`config.mk`:
```
export PLATFORM = sky130hd
export DESIGN_NAME = fb_scan_ctrl
export DESIGN_NICKNAME = d
export VERILOG_FILES = /design/src/rtl/fb_pkg.sv /design/src/rtl/fb_raster_cnt.sv /design/src/rtl/fb_clear_seq.sv /design/src/rtl/fb_port_arb.sv /design/src/rtl/fb_scan_ctrl.sv
export SDC_FILE = /design/constraint.sdc
export NUM_CORES = 1
export LEC_CHECK = 0
export ABC_AREA = 1
export ABC_CLOCK_PERIOD_IN_PS = 2350
export BUFFER_PORTS_ARGS = -buffer_cell sky130_fd_sc_hd__buf_2
export CORE_ASPECT_RATIO = 1.2
export CORE_MARGIN = 2
export CORE_UTILIZATION = 45
export CTS_BUF_LIST = sky130_fd_sc_hd__clkbuf_4 sky130_fd_sc_hd__clkbuf_8
export DETAILED_ROUTE_END_ITERATION = 7
export PLACE_DENSITY_LB_ADDON = 0.1
export SYNTH_ARGS = -nofsm -noshare
export SYNTH_HDL_FRONTEND = slang
export SYNTH_SLANG_ARGS = --single-unit
```
`constraint.sdc`:
```
create_clock -name clk_i -period 2.35 [get_ports clk_i]
set_clock_uncertainty 0.1 [all_clocks]
set_input_delay 0.235 -clock clk_i [delete_from_list [all_inputs] [get_ports clk_i]]
set_output_delay 0.235 -clock clk_i [all_outputs]
set_load 0.05 [all_outputs]
```
`src/rtl/fb_pkg.sv`:
```
package fb_pkg;
  typedef enum logic [1:0] {
    SRC_IDLE   = 2'd0,
    SRC_SCAN   = 2'd1,
    SRC_CLEAR  = 2'd2,
    SRC_CLIENT = 2'd3
  } port_src_e;
endpackage

```
`src/rtl/fb_raster_cnt.sv`:
```
module fb_raster_cnt #(
  parameter int H_PIX = 640,
  parameter int V_PIX = 480,
  parameter int X_W   = 10,
  parameter int Y_W   = 9
) (
  input  logic           clk_i,
  input  logic           rst_ni,
  input  logic           start_i,
  input  logic           adv_i,
  output logic [X_W-1:0] x_o,
  output logic [Y_W-1:0] y_o,
  output logic           first_o,
  output logic           eol_o,
  output logic           last_o
);
  localparam logic [X_W-1:0] X_LAST = X_W'(H_PIX - 1);
  localparam logic [Y_W-1:0] Y_LAST = Y_W'(V_PIX - 1);

  assign first_o = (x_o == '0) && (y_o == '0);
  assign eol_o   = (x_o == X_LAST);
  assign last_o  = eol_o && (y_o == Y_LAST);

  always_ff @(posedge clk_i or negedge rst_ni) begin
    if (!rst_ni) begin
      x_o <= '0;
      y_o <= '0;
    end else if (start_i) begin
      x_o <= '0;
      y_o <= '0;
    end else if (adv_i) begin
      if (eol_o) begin
        x_o <= '0;
        y_o <= last_o ? '0 : y_o + 1'b1;
      end else begin
        x_o <= x_o + 1'b1;
      end
    end
  end
endmodule

```
`src/rtl/fb_clear_seq.sv`:
```
module fb_clear_seq #(
  parameter int H_PIX = 640,
  parameter int V_PIX = 480,
  parameter int X_W   = 10,
  parameter int Y_W   = 9
) (
  input  logic           clk_i,
  input  logic           rst_ni,
  input  logic           clr_req_i,
  input  logic           slot_i,
  output logic           busy_o,
  output logic           done_o,
  output logic [X_W-1:0] x_o,
  output logic [Y_W-1:0] y_o
);
  logic start, step, last, first_unused, eol_unused;

  assign start = clr_req_i && !busy_o;
  assign step  = busy_o && slot_i;

  fb_raster_cnt #(.H_PIX(H_PIX), .V_PIX(V_PIX), .X_W(X_W), .Y_W(Y_W)) u_cnt (
    .clk_i   (clk_i),
    .rst_ni  (rst_ni),
    .start_i (start),
    .adv_i   (step),
    .x_o     (x_o),
    .y_o     (y_o),
    .first_o (first_unused),
    .eol_o   (eol_unused),
    .last_o  (last)
  );

  always_ff @(posedge clk_i or negedge rst_ni) begin
    if (!rst_ni) begin
      busy_o <= 1'b0;
      done_o <= 1'b0;
    end else begin
      done_o <= step && last;
      if (start)            busy_o <= 1'b1;
      else if (step && last) busy_o <= 1'b0;
    end
  end
endmodule

```
`src/rtl/fb_port_arb.sv`:
```
module fb_port_arb
  import fb_pkg::*;
#(
  parameter int H_PIX = 640,
  parameter int V_PIX = 480,
  parameter int X_W   = 10,
  parameter int Y_W   = 9,
  parameter int PIX_W = 16,
  parameter int ADDR_W = 32,
  parameter logic [ADDR_W-1:0] BASE_ADDR = '0
) (
  input  logic              scan_req_i,
  input  logic [X_W-1:0]    scan_x_i,
  input  logic [Y_W-1:0]    scan_y_i,
  input  logic              clr_busy_i,
  input  logic [X_W-1:0]    clr_x_i,
  input  logic [Y_W-1:0]    clr_y_i,
  input  logic              wr_valid_i,
  input  logic [X_W-1:0]    wr_x_i,
  input  logic [Y_W-1:0]    wr_y_i,
  input  logic [PIX_W-1:0]  wr_color_i,
  output logic              wr_ready_o,
  output logic              slot_free_o,
  output logic [ADDR_W-1:0] mem_addr_o,
  output logic              mem_re_o,
  output logic              mem_we_o,
  output logic [PIX_W-1:0]  mem_wdata_o
);
  localparam int OFF_W = X_W + Y_W;
  localparam logic [X_W-1:0] X_LAST = X_W'(H_PIX - 1);
  localparam logic [Y_W-1:0] Y_LAST = Y_W'(V_PIX - 1);

  function automatic logic [ADDR_W-1:0] pix_addr(logic [X_W-1:0] x, logic [Y_W-1:0] y);
    logic [OFF_W-1:0] off;
    off = {y, x};
    return BASE_ADDR + ADDR_W'(off);
  endfunction

  port_src_e src;
  logic      in_range;

  assign in_range    = (wr_x_i <= X_LAST) && (wr_y_i <= Y_LAST);
  assign slot_free_o = !scan_req_i;
  assign wr_ready_o  = !scan_req_i && !clr_busy_i;

  always_comb begin
    if (scan_req_i)      src = SRC_SCAN;
    else if (clr_busy_i) src = SRC_CLEAR;
    else if (wr_valid_i) src = SRC_CLIENT;
    else                 src = SRC_IDLE;
  end

  always_comb begin
    mem_addr_o  = pix_addr(scan_x_i, scan_y_i);
    mem_re_o    = 1'b0;
    mem_we_o    = 1'b0;
    mem_wdata_o = '0;
    unique case (src)
      SRC_SCAN: mem_re_o = 1'b1;
      SRC_CLEAR: begin
        mem_addr_o = pix_addr(clr_x_i, clr_y_i);
        mem_we_o   = 1'b1;
      end
      SRC_CLIENT: begin
        mem_addr_o  = pix_addr(wr_x_i, wr_y_i);
        mem_we_o    = in_range;
        mem_wdata_o = wr_color_i;
      end
      default: ;
    endcase
  end
endmodule

```
`src/rtl/fb_scan_ctrl.sv`:
```
module fb_scan_ctrl #(
  parameter int H_PIX = 640,
  parameter int V_PIX = 480,
  parameter int X_W   = 10,
  parameter int Y_W   = 9,
  parameter int PIX_W = 16,
  parameter int ADDR_W = 32,
  parameter logic [ADDR_W-1:0] BASE_ADDR = '0
) (
  input  logic              clk_i,
  input  logic              rst_ni,
  input  logic              disp_req_i,
  output logic              pix_valid_o,
  output logic [PIX_W-1:0]  pix_data_o,
  output logic              pix_sof_o,
  output logic              pix_eol_o,
  input  logic              wr_valid_i,
  output logic              wr_ready_o,
  input  logic [X_W-1:0]    wr_x_i,
  input  logic [Y_W-1:0]    wr_y_i,
  input  logic [PIX_W-1:0]  wr_color_i,
  input  logic              clr_req_i,
  output logic              clr_busy_o,
  output logic              clr_done_o,
  output logic [ADDR_W-1:0] mem_addr_o,
  output logic              mem_re_o,
  output logic              mem_we_o,
  output logic [PIX_W-1:0]  mem_wdata_o,
  input  logic [PIX_W-1:0]  mem_rdata_i
);
  logic [X_W-1:0] scan_x, clr_x;
  logic [Y_W-1:0] scan_y, clr_y;
  logic scan_first, scan_eol, scan_last_unused, slot_free;

  fb_raster_cnt #(.H_PIX(H_PIX), .V_PIX(V_PIX), .X_W(X_W), .Y_W(Y_W)) u_scan (
    .clk_i   (clk_i),
    .rst_ni  (rst_ni),
    .start_i (1'b0),
    .adv_i   (disp_req_i),
    .x_o     (scan_x),
    .y_o     (scan_y),
    .first_o (scan_first),
    .eol_o   (scan_eol),
    .last_o  (scan_last_unused)
  );

  fb_clear_seq #(.H_PIX(H_PIX), .V_PIX(V_PIX), .X_W(X_W), .Y_W(Y_W)) u_clr (
    .clk_i     (clk_i),
    .rst_ni    (rst_ni),
    .clr_req_i (clr_req_i),
    .slot_i    (slot_free),
    .busy_o    (clr_busy_o),
    .done_o    (clr_done_o),
    .x_o       (clr_x),
    .y_o       (clr_y)
  );

  fb_port_arb #(
    .H_PIX(H_PIX), .V_PIX(V_PIX), .X_W(X_W), .Y_W(Y_W),
    .PIX_W(PIX_W), .ADDR_W(ADDR_W), .BASE_ADDR(BASE_ADDR)
  ) u_arb (
    .scan_req_i  (disp_req_i),
    .scan_x_i    (scan_x),
    .scan_y_i    (scan_y),
    .clr_busy_i  (clr_busy_o),
    .clr_x_i     (clr_x),
    .clr_y_i     (clr_y),
    .wr_valid_i  (wr_valid_i),
    .wr_x_i      (wr_x_i),
    .wr_y_i      (wr_y_i),
    .wr_color_i  (wr_color_i),
    .wr_ready_o  (wr_ready_o),
    .slot_free_o (slot_free),
    .mem_addr_o  (mem_addr_o),
    .mem_re_o    (mem_re_o),
    .mem_we_o    (mem_we_o),
    .mem_wdata_o (mem_wdata_o)
  );

  // tags travel alongside the one-cycle memory read
  always_ff @(posedge clk_i or negedge rst_ni) begin
    if (!rst_ni) begin
      pix_valid_o <= 1'b0;
      pix_sof_o   <= 1'b0;
      pix_eol_o   <= 1'b0;
    end else begin
      pix_valid_o <= disp_req_i;
      pix_sof_o   <= disp_req_i && scan_first;
      pix_eol_o   <= disp_req_i && scan_eol;
    end
  end

  assign pix_data_o = mem_rdata_i;
endmodule

```
==> impl_metrics.env <==
export IMPL_layout_nets=569
export IMPL_clock_sinks=43
export IMPL_critical_path_slowest_cell="dfrtp_1"
export IMPL_dp_hpwl_um=6550
export IMPL_synth_cell_type_count=32
export IMPL_num_fill_cells=725
export IMPL_r2r_slack_ps=540
export IMPL_synth_top_area_frac=0.338
export IMPL_final_common_cell="nand2_1"
export IMPL_die_w_um=80.7
export IMPL_seq_area_frac_synth=0.338
export IMPL_area_growth_pct=14.3
export IMPL_die_area_um2=7760
export IMPL_wl_per_cell_um=14.0
export IMPL_grt_use_total=0.231
export IMPL_drv_cap=0
export IMPL_synth_area_leaders="dfrtp_1 34%, nand2_1 10%, inv_1 8.5%"
export IMPL_layout_common_cells="88 x nand2_1, 82 x buf_2, 72 x inv_1"
export IMPL_synth_seq_cells=43
export IMPL_postRouteAntennaNets=0
export IMPL_status="complete, no violations"
export IMPL_synth_edff_count=0
export IMPL_r2r_start="u_scan.x_o[0]"
export IMPL_cp_required_ps=2020
export IMPL_io_buffers=82
export IMPL_cp_arrival_ps=1830
export IMPL_antenna_cells=0
export IMPL_utilization=0.530
export IMPL_period_minus_slack_ps=2170
export IMPL_setup_viol=0
export IMPL_tns_ps=0
export IMPL_htreeDepth=2
export IMPL_rr_worst_depth=8
export IMPL_cts_tree="done"
export IMPL_firstDrtPassIters=4
export IMPL_crit_path_start_kind="flop"
export IMPL_ys_warnings_count=0
export IMPL_async_reset_ff_frac=1.00
export IMPL_grt_max_degree=23
export IMPL_hold_viol=0
export IMPL_placed_cells=586
export IMPL_synth_top_area_cell="dfrtp_1"
export IMPL_cts_made_buffers=5
export IMPL_gr_total_overflow=0
export IMPL_vias_per_cell=4.96
export IMPL_clock_latency_ps=300
export IMPL_postSynthAreaPerCell_um2=7.21
export IMPL_clock_fmax_mhz=462
export IMPL_grt_pass1_wl_um=13700
export IMPL_drv_slew=0
export IMPL_gp_congestion=0.859
export IMPL_worst_pin_slew_ps=544
export IMPL_max_stage_delay_ps=470
export IMPL_post_route_period_util=0.922
export IMPL_instances_no_fill=595
export IMPL_path_cells="inv_2 -> nand3_2 -> inv_1 -> buf_12 -> a22oi_1 -> o21ai_0 -> buf_2"
export IMPL_relSlewSlack=0.638
export IMPL_cts_root_buf="clkbuf_8"
export IMPL_drc_errors=0
export IMPL_rsz0062_at_grt="no"
export IMPL_synth_cell_area_um2=3180
export IMPL_clockBufferDepth=2
export IMPL_num_vias=2954
export IMPL_timing_hold_ws_ps=62.1
export IMPL_cp_startpoint="u_clr.busy_o"
export IMPL_core_area_um2=6850
export IMPL_r2r_end="u_scan.x_o[7]"
export IMPL_crit_type="flop to output pin"
export IMPL_powerDensity_nw_per_um2=687
export IMPL_grt_pass1_vias=2842
export IMPL_hold_path_class="input port to flop"
export IMPL_clk_pin_slew_ps=90
export IMPL_synth_flop_cell="dfrtp_1"
export IMPL_antenna_found_initial=0
export IMPL_io_pins=128
export IMPL_rows=33
export IMPL_power_leakage_uw=0.00201
export IMPL_syn_inst=441
export IMPL_crit_fanout=13
export IMPL_drive_above_1_share=0.242
export IMPL_wirelength_um=8330
export IMPL_ir_worst_vdd_v=0.000452
export IMPL_endpoint_kind="output pin"
export IMPL_start_util=0.464
export IMPL_die_y_um=96.1
export IMPL_drt_initial_drc_count=195
export IMPL_cp_endpoint="mem_addr_o[12]"
==> worst min-delay path by stage <==
stage                               to  cells after the start        from  slack (ps)
finish                     pix_valid_o                      1  disp_req_i          60
floorplan                    pix_eol_o                      0      rst_ni        -160
global route               pix_valid_o                      1  disp_req_i          50
CTS                        pix_valid_o                      1  disp_req_i          50
detailed placement  u_clr.u_cnt.x_o[7]                      1      rst_ni         150
global placement    u_clr.u_cnt.x_o[7]                      1      rst_ni         150
==> synth_stat cells, types with 3 or more instances <==
cell,instances
nor2_4,4
nor2_1,50
nand2_1,88
inv_1,72
nor2_2,4
inv_2,3
o221ai_1,15
nand2_2,6
xor2_1,12
nand3_1,32
buf_4,30
ha_1,6
o21ai_0,20
a22oi_1,4
buf_2,3
o21ai_1,5
dfrtp_1,43
nor3_1,3
buf_6,3
a21oi_1,6
nand4_1,11
nand2_4,7
==> routing by layer <==
metal  global-route usage  wire length (µm)
met5                    0                 0
met4               0.0847               207
met3               0.0394               363
met2                0.410              4340
met1                0.281              3420
==> flip-flops by register name, summed over array words and instances (netlist names) <==
signal	cells
pix_valid_o	1
u_scan.x_o	10
u_clr.u_cnt.y_o	9
u_clr.done_o	1
pix_eol_o	1
u_scan.y_o	9
pix_sof_o	1
u_clr.busy_o	1
u_clr.u_cnt.x_o	10
==> worst max-delay path: cells and delay by family (launching register included) <==
kind	cells	cell delay [ps]
buffers and inverters	4	820
DFF	1	470
AOI/OAI and AO/OA	2	170
and+or+nand+nor	1	70
==> per-stage QoR <==
stage,setup WS (ps),total power [µW],area (µm²)
2_1_floorplan,-220,1750,3230
3_3_place_gp,456,1900,3510
3_5_place_dp,418,1910,3510
4_1_cts,144,2520,3630
5_1_grt,45.7,2660,3630
6_report,184,2500,3630
==> power by group <==
part	switching (µW)	total, µW	internal, µW
Clock	279	596	317
Combinational	655	902	247
Sequential	130	998	869
Total	1060	2500	1430
==> cells by family (layout without fill, tap and decap cells) <==
kind of cell	after synthesis	count (layout)	share of synthesized area
AND/OR/NAND/NOR	213	213	0.321
other	1	13	0.00118
flip-flops	43	43	0.338
AO/OA/AOI/OAI	52	52	0.105
XOR/XNOR	12	12	0.0330
adder cells (fa/ha/maj)	6	6	0.0236
buffers and inverters	114	169	0.178
==> repair_timing <==
item	in CTS	in global routing
setup endpoints to repair	0	2
setup buffers	0	0
hold buffers	1	0
hold endpoints to repair	21	0
gates resized for setup	0	1
==> area by class of cell <==
class / instances / area [µm²] / area share
Clock buffer: 5 / 68.8 / 0.0189
Clock inverter: 3 / 43.8 / 0.0120
Inverter: 75 / 282 / 0.0775
Multi-Input combinational cell: 296 / 1590 / 0.437
Sequential cell: 43 / 1080 / 0.296
Tap cell: 87 / 109 / 0.0299
Timing Repair Buffer: 86 / 468 / 0.129
Power figures use the tool's default switching activity.
